**src/rtl/ext_irq_line.sv**
```systemverilog
`timescale 1ns/1ps
module ext_irq_line #(
  parameter int     LAYOUT    = 0,
  parameter int     ADDR_W    = 8,
  parameter logic   LINE_IDLE = 1'b1
) (
  input  logic              clk,
  input  logic              rst_n,
  input  logic [ADDR_W-1:0] bus_addr,
  input  logic              bus_we,
  input  logic [31:0]       bus_wdata,
  output logic [31:0]       bus_rdata,
  input  logic              line_in,
  output logic              irq_out
);

  localparam logic [ADDR_W-1:0] CTRL_OFF = '0;
  localparam logic [ADDR_W-1:0] PEND_OFF = ADDR_W'((LAYOUT == 2) ? 8 : 4);
  localparam logic [ADDR_W-1:0] EN_OFF   = ADDR_W'((LAYOUT == 0) ? 52 : ((LAYOUT == 1) ? 8 : 4));

  localparam logic [1:0] TRIG_LOW  = 2'd0;
  localparam logic [1:0] TRIG_FALL = 2'd1;
  localparam logic [1:0] TRIG_HIGH = 2'd2;
  localparam logic [1:0] TRIG_RISE = 2'd3;

  logic [1:0] mode_q;
  logic       pend_q;
  logic       en_q;
  logic       sync1, sync2, prev;
  logic       hit;

  wire sel_ctrl = (bus_addr == CTRL_OFF);
  wire sel_pend = (bus_addr == PEND_OFF);
  wire sel_en   = (bus_addr == EN_OFF);
  wire wr_ctrl  = bus_we && sel_ctrl;
  wire wr_pend  = bus_we && sel_pend;
  wire wr_en    = bus_we && sel_en;
  wire rise     = sync2 && !prev;
  wire fall     = !sync2 && prev;

  logic unused_wdata;
  assign unused_wdata = &{1'b0, bus_wdata[31:2]};

  always_ff @(posedge clk or negedge rst_n) begin
    if (!rst_n) begin
      sync1 <= LINE_IDLE;
      sync2 <= LINE_IDLE;
      prev  <= LINE_IDLE;
    end else begin
      sync1 <= line_in;
      sync2 <= sync1;
      prev  <= sync2;
    end
  end

  always_comb begin
    unique case (mode_q)
      TRIG_LOW:  hit = !sync2;
      TRIG_FALL: hit = fall;
      TRIG_HIGH: hit = sync2;
      default:   hit = rise;
    endcase
  end

  always_ff @(posedge clk or negedge rst_n) begin
    if (!rst_n) begin
      mode_q  <= TRIG_LOW;
      pend_q  <= 1'b0;
      en_q    <= 1'b0;
      irq_out <= 1'b0;
    end else begin
      if (wr_ctrl) mode_q <= bus_wdata[1:0];
      if (wr_en)   en_q   <= bus_wdata[0];
      if (hit)
        pend_q <= 1'b1;
      else if (wr_pend && bus_wdata[0])
        pend_q <= 1'b0;
      irq_out <= pend_q && en_q;
    end
  end

  always_comb begin
    bus_rdata = '0;
    if (sel_ctrl)      bus_rdata = {30'd0, mode_q};
    else if (sel_pend) bus_rdata = {31'd0, pend_q};
    else if (sel_en)   bus_rdata = {31'd0, en_q};
  end

  initial begin
    assert_layout_valid_R7: assert (LAYOUT >= 0 && LAYOUT <= 2)
      else $error("LAYOUT out of range");
  end

  assert_ctrl_write_R2: assert property (@(posedge clk) disable iff (!rst_n)
    wr_ctrl |=> (bus_rdata[31:2] == 30'd0 || !sel_ctrl) && mode_q == $past(bus_wdata[1:0]));

  assert_rise_sets_R3: assert property (@(posedge clk) disable iff (!rst_n)
    (mode_q == TRIG_RISE && sync2 && !prev) |=> pend_q);

  assert_fall_sets_R3: assert property (@(posedge clk) disable iff (!rst_n)
    (mode_q == TRIG_FALL && !sync2 && prev) |=> pend_q);

  assert_edge_sticky_R4: assert property (@(posedge clk) disable iff (!rst_n)
    (mode_q[0] && pend_q && !(wr_pend && bus_wdata[0])) |=> pend_q);

  assert_level_wins_R5: assert property (@(posedge clk) disable iff (!rst_n)
    (mode_q == TRIG_HIGH && sync2) |=> pend_q);

  assert_mask_R6: assert property (@(posedge clk) disable iff (!rst_n)
    !en_q |=> !irq_out);

  assert_no_pend_no_irq_R6: assert property (@(posedge clk) disable iff (!rst_n)
    !pend_q |=> !irq_out);

  assert_unmapped_zero_R8: assert property (@(posedge clk) disable iff (!rst_n)
    !(sel_ctrl || sel_pend || sel_en) |-> bus_rdata == 32'd0);

  assert_unmapped_write_R8: assert property (@(posedge clk) disable iff (!rst_n)
    (bus_we && !(sel_ctrl || sel_pend || sel_en)) |=> $stable(en_q) && $stable(mode_q));

endmodule

```
**config.mk**
```make
export PLATFORM = sky130hd
export DESIGN_NAME = ext_irq_line
export DESIGN_NICKNAME = d
export VERILOG_FILES = /design/src/rtl/ext_irq_line.sv
export SDC_FILE = /design/constraint.sdc
export NUM_CORES = 1
export LEC_CHECK = 0
export CAP_MARGIN = 20
export CORE_MARGIN = 2
export CORE_UTILIZATION = 27
export DETAILED_ROUTE_END_ITERATION = 7
export GPL_ROUTABILITY_DRIVEN = 0
export PLACE_DENSITY_LB_ADDON = 0.3
export SYNTH_ARGS = -nofsm -noshare
export SYNTH_HDL_FRONTEND = slang
export SYNTH_SLANG_ARGS = --single-unit
```
**constraint.sdc**
```tcl
create_clock -name clk -period 2.5 [get_ports clk]
set_input_delay 0.75 -clock clk [delete_from_list [all_inputs] [get_ports clk]]
set_output_delay 0.75 -clock clk [all_outputs]
set_load 0.01 [all_outputs]
```
# Word-level counts from Yosys, hierarchy flattened
# Cells that the tools add are included.
# W data, S select, Z words.
[op_classes]
n_mul = 0
n_addsub = 0
n_eq_ne = 4
n_div = 0
magnitude_cmp = 0
mux = 6
bitwise = 0
reduce_logical = 12
shifts = 0
[ops]
columns = ["operator", "count"]
rows = [
  ["$mux W32", 2],
  ["$eq A8 B3 Y1 const B", 1],
  ["$eq A8 B6 Y1 const B", 1],
  ["$logic_not A8 Y1", 1],
  ["$logic_and A1 B1 Y1", 7],
  ["$mux W1", 3],
  ["$pmux W1 S3", 1],
  ["$eq A2 B1 Y1 const B", 1],
  ["$eq A2 B2 Y1 const B", 1],
  ["$logic_not A1 Y1", 2],
  ["$logic_not A2 Y1", 1],
  ["$reduce_bool A2 Y1", 1],
]
[word_totals]
wordCells = 29
ff_bits = 8
mem_count = 0
in_bits = 44
rom_bits = 0
ram_bits = 0
out_inout_bits = 33
latch_bits = 0

# Logic depth before layout (Yosys ltp)
# Gate-level depths: netlist (run 1).
[depth]
ltp_word = 5
depth_mapped = 3
depth_no_buf = 3

# Worst setup path before layout (run 1)
# No wires, ideal clock.
[synth_timing]
kind = "input to output"
start = "in bus_addr[7]"
end = "out bus_rdata[1]"
path_slack_ns = 0.017
path_buffers = 0
stages = 2
arrival_time_ns = 1.733
path_cell_list = "or4_4 -> nor4b_1"
[synth_between]
elab_chain_cells = 2
[synth_rtl]
columns = ["element", "line", "rtl"]
rows = [
  ["start: declaration", "9", "input logic [ADDR_W-1:0] bus_addr,"],
  ["$logic_not A8 Y1", "32", "wire sel_ctrl = (bus_addr == CTRL_OFF);"],
  ["$mux W32", "84", "if (sel_ctrl) bus_rdata = {30'd0, mode_q};"],
  ["end: declaration", "12", "output logic [31:0] bus_rdata,"],
]
# No other way between the ends.

# Worst setup path in the final report (run 1)
[layout_timing]
start = "in bus_addr[4]"
end = "out bus_rdata[1]"
# The elaborated chain is that of the path after synthesis.

==> results of run 1 <==
[cell usage after synthesis]
master,n
or4bb_2,1
dfrtp_1,5
mux2i_1,1
mux2_2,1
dfstp_2,3
nor2b_1,1
nand4_1,1
o31a_1,1
or3_4,1
nand2_1,2
o311ai_0,1
nor3_1,1
conb_1,1
o41ai_1,1
nor4b_1,1
nor4_1,1
nand3_1,1
buf_4,30
and2_1,1
or4_4,2
mux2_4,2
inv_1,2
[kinds of logic after synthesis]
logic type / after synthesis / share of synthesized area [%]
compound gates: 3 / 4.27
other cells: 1 / 0.609
mux: 4 / 8.33
flops: 8 / 33.1
buf+inv: 32 / 37.8
simple gates: 13 / 15.9
[flip-flops by register name, summed over array words and instances, names as in the netlist]
name / flops
en_q: 1
mode_q: 2
pend_q: 1
irq_out: 1
prev: 1
sync1: 1
sync2: 1
[worst reg2reg max path, delay by kind of cell (launching register included)]
| family | cells | cell delay [ns] |
|---|---|---|
| AOI/OAI and AO/OA | 1 | 0.25 |
| and+or+nand+nor | 1 | 0.04 |
| DFF | 1 | 0.53 |
[final cells by class]
| type | instances | area, sq um | area share [%] |
|---|---|---|---|
| clock buffers | 4 | 26.3 | 3.42 |
| flip-flops and latches | 8 | 204 | 26.5 |
| inverters | 2 | 7.51 | 0.977 |
| repair buffers | 23 | 195 | 25.4 |
| well taps | 28 | 35.0 | 4.56 |
| multi-input cells | 50 | 300 | 39.1 |
[path summary, 6_finish.rpt]
check / start / end / slack, ns
setup / recovery: bus_addr[4] / bus_rdata[1] / -0.002
hold / removal: sync1 / sync2 / 0.35
setup reg to reg: prev / pend_q / 1.57
hold reg to reg: sync1 / sync2 / 0.35
max in group asynchronous: rst_n / prev / 1.44
min in group asynchronous: rst_n / mode_q[1] / 0.76
[power by group]
| part | total (mW) | switching, mW | leakage, nW | internal (mW) |
|---|---|---|---|---|
| Combinational | 0.0652 | 0.0354 | 0.268 | 0.0298 |
| Sequential | 0.141 | 0.00389 | 0.0955 | 0.137 |
| Clock | 0.105 | 0.0439 | 0.0150 | 0.0611 |
[what timing repair did]
action / CTS / global route
pin swaps: 5 / 4
buffers inserted: 0 / 1
resized for setup: 33 / 4
setup endpoints to repair: 2 / 2
[through the flow]
stage	setup slack (ns)	cell area (sq um)	power [mW]	hold WS, ns	util [%]
after floorplan	0.0168	724	0.207	0.345	-
after global placement	-0.811	739	0.208	0.347	33.8
after detailed placement	-0.849	739	0.209	0.348	33.8
after CTS	-0.0696	751	0.313	0.348	34.3
after global routing	-0.0172	768	0.333	0.357	35.1
final	-0.00164	768	0.311	0.353	35.1
[metal layers]
layer  vias up  routed length [um]
li1        200                   -
met1       195                 446
met2        32                 415
met3         2                 103
met4         0                  11
met5         -                   0
==> results.md, run 1 <==
- Outcome: finished with violations
- Failing checks: negative setup slack
- RSZ-0062 raised after global routing: yes
- Worst endpoint required time: 1.75 ns
- Hold/Removal Path Class: reg -> reg
- Most common cell after layout, fill and taps aside: conb_1
- Stages on worst setup path: 4
- Number of DRC markers in iteration 0: 2
- Synth cell types: 22
- Endpoints failing setup: 1
- Max Freq: 400 MHz
- Crit Path Category: in -> out
- Initial antenna violation count: 0
- Clk sink count: 8
- R2R depth: 2
- CP max FO: 2
- GR Overflow Total: 0
- Largest net degree at the start of global routing: 9
- Routed len/inst: 8.49 um
- Fin nets: 132
- Slew Viols, Final: 0
- Core outline area: 2190 sq um
- Crit path arrival time: 1.75 ns
- WP buf/inv: 2
- Largest stage delay on the critical path: 0.53 ns
- CTS tree: built
- # rows: 17
- Met3 usage: 2.01%
- Max-Cap Viols: 0
- Ant. Diodes: 0
- FF+latch count, synth: 8
- Slowest cell on crit path: or4_4
- Yosys Warn Count: 0
- TritonCTS Buffers: 3
- Drt total wl: 976 um
- Clock Pin Slew Worst Setup and Hold Paths: 0.06 ns
- Worst vdd ir: 0.245 mV
- Syn Std Cell Area: 616 sq um
- CP Launch Type: input pin
- CP Capture Type: output pin
- Number of I/O pins: 77
- IO buf count: 16
- Final worst slack: -0.00164 ns
- Period utilization: 100%
- Remaining antenna violation count: 0
- Post-Synthesis Cells: 61
- Vias per cell: 3.73
- Met2 usage: 10.0%
- Die Y: 51.8 um
- Area of the die: 2680 sq um
- H-tree depth: 1
- Synth-to-layout area growth: 24.8%
- Most frequent cells in the layout: 30 x conb_1, 7 x buf_4, 6 x clkdlybuf4s50_1
- Setup tns final: -0.00164 ns
- Tmin final: 2.50 ns
- Via count: 429
- P_leak: 0.379 nW
- Hold Path Depth: 0
- CTS Root Cell: clkbuf_4
- Largest cells by area after synthesis: buf_4 37%, dfrtp_1 20%, dfstp_2 13%
- Fin. Hold Viols: 0
- Worst clock skew: 0.00349 ns
- Register area share after synthesis: 33.1%
- CP top delay family: simple AND/OR/NAND/NOR gates
- # DRC: 0
- Vias in the first global route: 356
- Max clock buf depth: 2
- First-pass GRT wire length: 1490 um
- Gr usage total: 7.73%
- Initial Util: 28.1%
- PwrDens: 405 nW/um^2
- Layout cells sized above 1: 32.2%
- Met1 usage: 10.4%
- Drt first pass iters: 4
- Final HPWL DP: 800 um
- Final Non-Filler Cells: 115
- GRT busiest layer: met1
- Worst skew pair latency: 0.25 ns
- Hold bufs inserted after CTS: 0
- Die W: 51.8 um
- Crit-path cells: buf_6, or4_4, nor4b_2, buf_2
- Fillers: 225
- Largest area contributor in the netlist: buf_4
- Syn avg cell area: 10.1 sq um
- Placed instance count: 110
- Proportion of netlist area held by the largest area contributor: 36.6%
No activity file was read; power rests on OpenSTA's default activity.
==> run 2, diff against run 1 <==
CORE_UTILIZATION = 25   (was 27)
TNS_END_PERCENT = 100   (was not set)
clock period = 2.39 ns   (was 2.5 ns; I/O delays follow)
==> results.md, run 2 (synthesis results as in run 1) <==
- Failing checks: negative setup slack
- Slowest cell on crit path: or4_4
- Biggest register: mode_q
- Vias in the first global route: 375 (+5.3%)
- Number of I/O pins: 77 (unchanged)
- Remaining antenna violation count: 0 (unchanged)
- Synth-to-layout area growth: 24.0%
- CP max FO: 2 (unchanged)
- Initial antenna violation count: 0 (unchanged)
- CTS Root Cell: clkbuf_4
- CP Capture Type: output pin
- Final Non-Filler Cells: 114 (-0.87%)
- Via count: 421 (-1.9%)
- Slew Viols, Final: 0 (unchanged)
- Most common cell after layout, fill and taps aside: conb_1
- PwrDens: 425 nW/um^2 (+4.9%)
- Layout cells sized above 1: 32.6% (+0.37 points)
- Most frequent cells in the layout: 30 x conb_1, 6 x clkdlybuf4s50_1, 6 x buf_4
- Vias per cell: 3.69 (-1.0%)
- P_leak: 0.383 nW (+1.1%)
- Flip-flop count of the largest register after layout: 2 (unchanged)
- Final worst slack: -0.0464 ns (-0.0448 ns)
- Number of DRC markers in iteration 0: 4 (+2)
- Outcome: finished with violations
- Routed len/inst: 8.24 um (-2.9%)
- Pre-CTS setup slack: -0.830 ns (+0.0186 ns)
- Gr usage total: 7.98% (+0.26 points)
- Fin nets: 131 (-0.76%)
- Endpoints failing setup: 1 (unchanged)
- Crit path arrival time: 1.72 ns (-0.03 ns)
- First-pass GRT wire length: 1520 um (+2.3%)
- Max clock buf depth: 2 (unchanged)
- Clk sink count: 8 (unchanged)
- Fin Hold WS: 0.356 ns (+0.00283 ns)
- IO buf count: 16 (unchanged)
- H-tree depth: 1 (unchanged)
- Tmin final: 2.44 ns
- Drt first pass iters: 4 (unchanged)
- # DRC: 0 (unchanged)
- Worst clock skew: 0.0116 ns (+0.00811 ns)
- Fin. Hold Viols: 0 (unchanged)
- Total power: 0.324 mW (+4.2%)
- Worst skew pair latency: 0.26 ns (about the same)
- Drt total wl: 939 um (-3.8%)
- Die W: 53.6 um (+3.6%)
- Setup tns final: -0.0464 ns (-0.0448 ns)
- # rows: 17 (unchanged)
- Crit Path Category: in -> out
- RSZ-0062 raised after global routing: yes
- Worst endpoint required time: 1.67 ns (-0.08 ns)
- Period utilization: 102%
- Core outline area: 2280 sq um (+3.9%)
- Initial Util: 27.0% (-1.1 points)
- Placed instance count: 110 (unchanged)
- Worst vdd ir: 0.289 mV (+18%)
- CP Launch Type: input pin
- Crit-path cells: buf_6, or4_4, nor4b_4, buf_2
- Largest net degree at the start of global routing: 9 (unchanged)
- GR Overflow Total: 0 (unchanged)
- Clock Pin Slew Worst Setup and Hold Paths: 0.05 ns (about the same)
- Largest stage delay on the critical path: 0.54 ns (about the same)
- Ant. Diodes: 0 (unchanged)
- Fillers: 234 (+4.0%)
- Hold bufs inserted after CTS: 0 (unchanged)
- Area of the die: 2880 sq um (+7.4%)
- CTS tree: built
- Die Y: 53.6 um (+3.6%)
- Max-Cap Viols: 0 (unchanged)
- Final HPWL DP: 808 um (+1.1%)
- Max Freq: 410 MHz
- TritonCTS Buffers: 3 (unchanged)
- Hold/Removal Path Class: reg -> reg
==> run 2: changes by cell type in the layout (fill, tap and decap cells not counted) <==
cell / delta
buf_2: +1
buf_4: -1
clkdlybuf4s15_1: -2
dlygate4sd2_1: +1
nor4b_2: -1
nor4b_4: +1
==> run 2: final timing paths <==
path | startpoint | to | slack (ns) | cells past startpoint
worst max register to register | prev | pend_q | 1.40 | 2
worst max-delay path | bus_addr[4] | bus_rdata[1] | -0.05 | 4
worst min-delay path | sync1 | sync2 | 0.36 | 0
max in group asynchronous | rst_n | sync2 | 1.36 | 1
worst min register to register | sync1 | sync2 | 0.36 | 0
min in group asynchronous | rst_n | mode_q[1] | 0.72 | 1
==> run 2: worst max-delay path: cells and delay by family <==
kind                   cells  cell delay (ns)
buffers and inverters      2             0.25
AND/OR/NAND/NOR            2             0.75
==> run 2: final cells by class <==
type / instances / area (sq um) / share of cell area [%]
inverter: 2 / 7.51 / 0.984
tap: 28 / 35.0 / 4.59
clock buffer: 4 / 26.3 / 3.44
multi-input combinational: 50 / 309 / 40.5
sequential: 8 / 204 / 26.7
timing repair buffer: 22 / 181 / 23.8
==> run 2: metrics by stage <==
step	utilization (%)	area (sq um)
detailed placement	32.8	746
global route	33.5	763
CTS	33.0	752
finish	33.5	763
global placement	32.8	746
floorplan	-	731
==> run 2: repair_timing <==
item,in CTS,in global routing
buffers inserted,0,0
gates resized for setup,35,3
setup endpoints to repair,4,2
pin swaps,4,3
==> run 2: layer usage <==
metal,up-vias,wire length [um],GRT usage (%)
li1,198,-,-
met3,2,125,4.44
met4,0,8,5.13
met5,-,0,0
met2,39,450,12.8
met1,182,355,7.99
==> run 2: power breakdown <==
group | switching [mW] | internal, mW | total, mW
clock network | 0.0454 | 0.0638 | 0.109
logic | 0.0376 | 0.0301 | 0.0677
registers | 0.00387 | 0.144 | 0.147
total | 0.0869 | 0.237 | 0.324
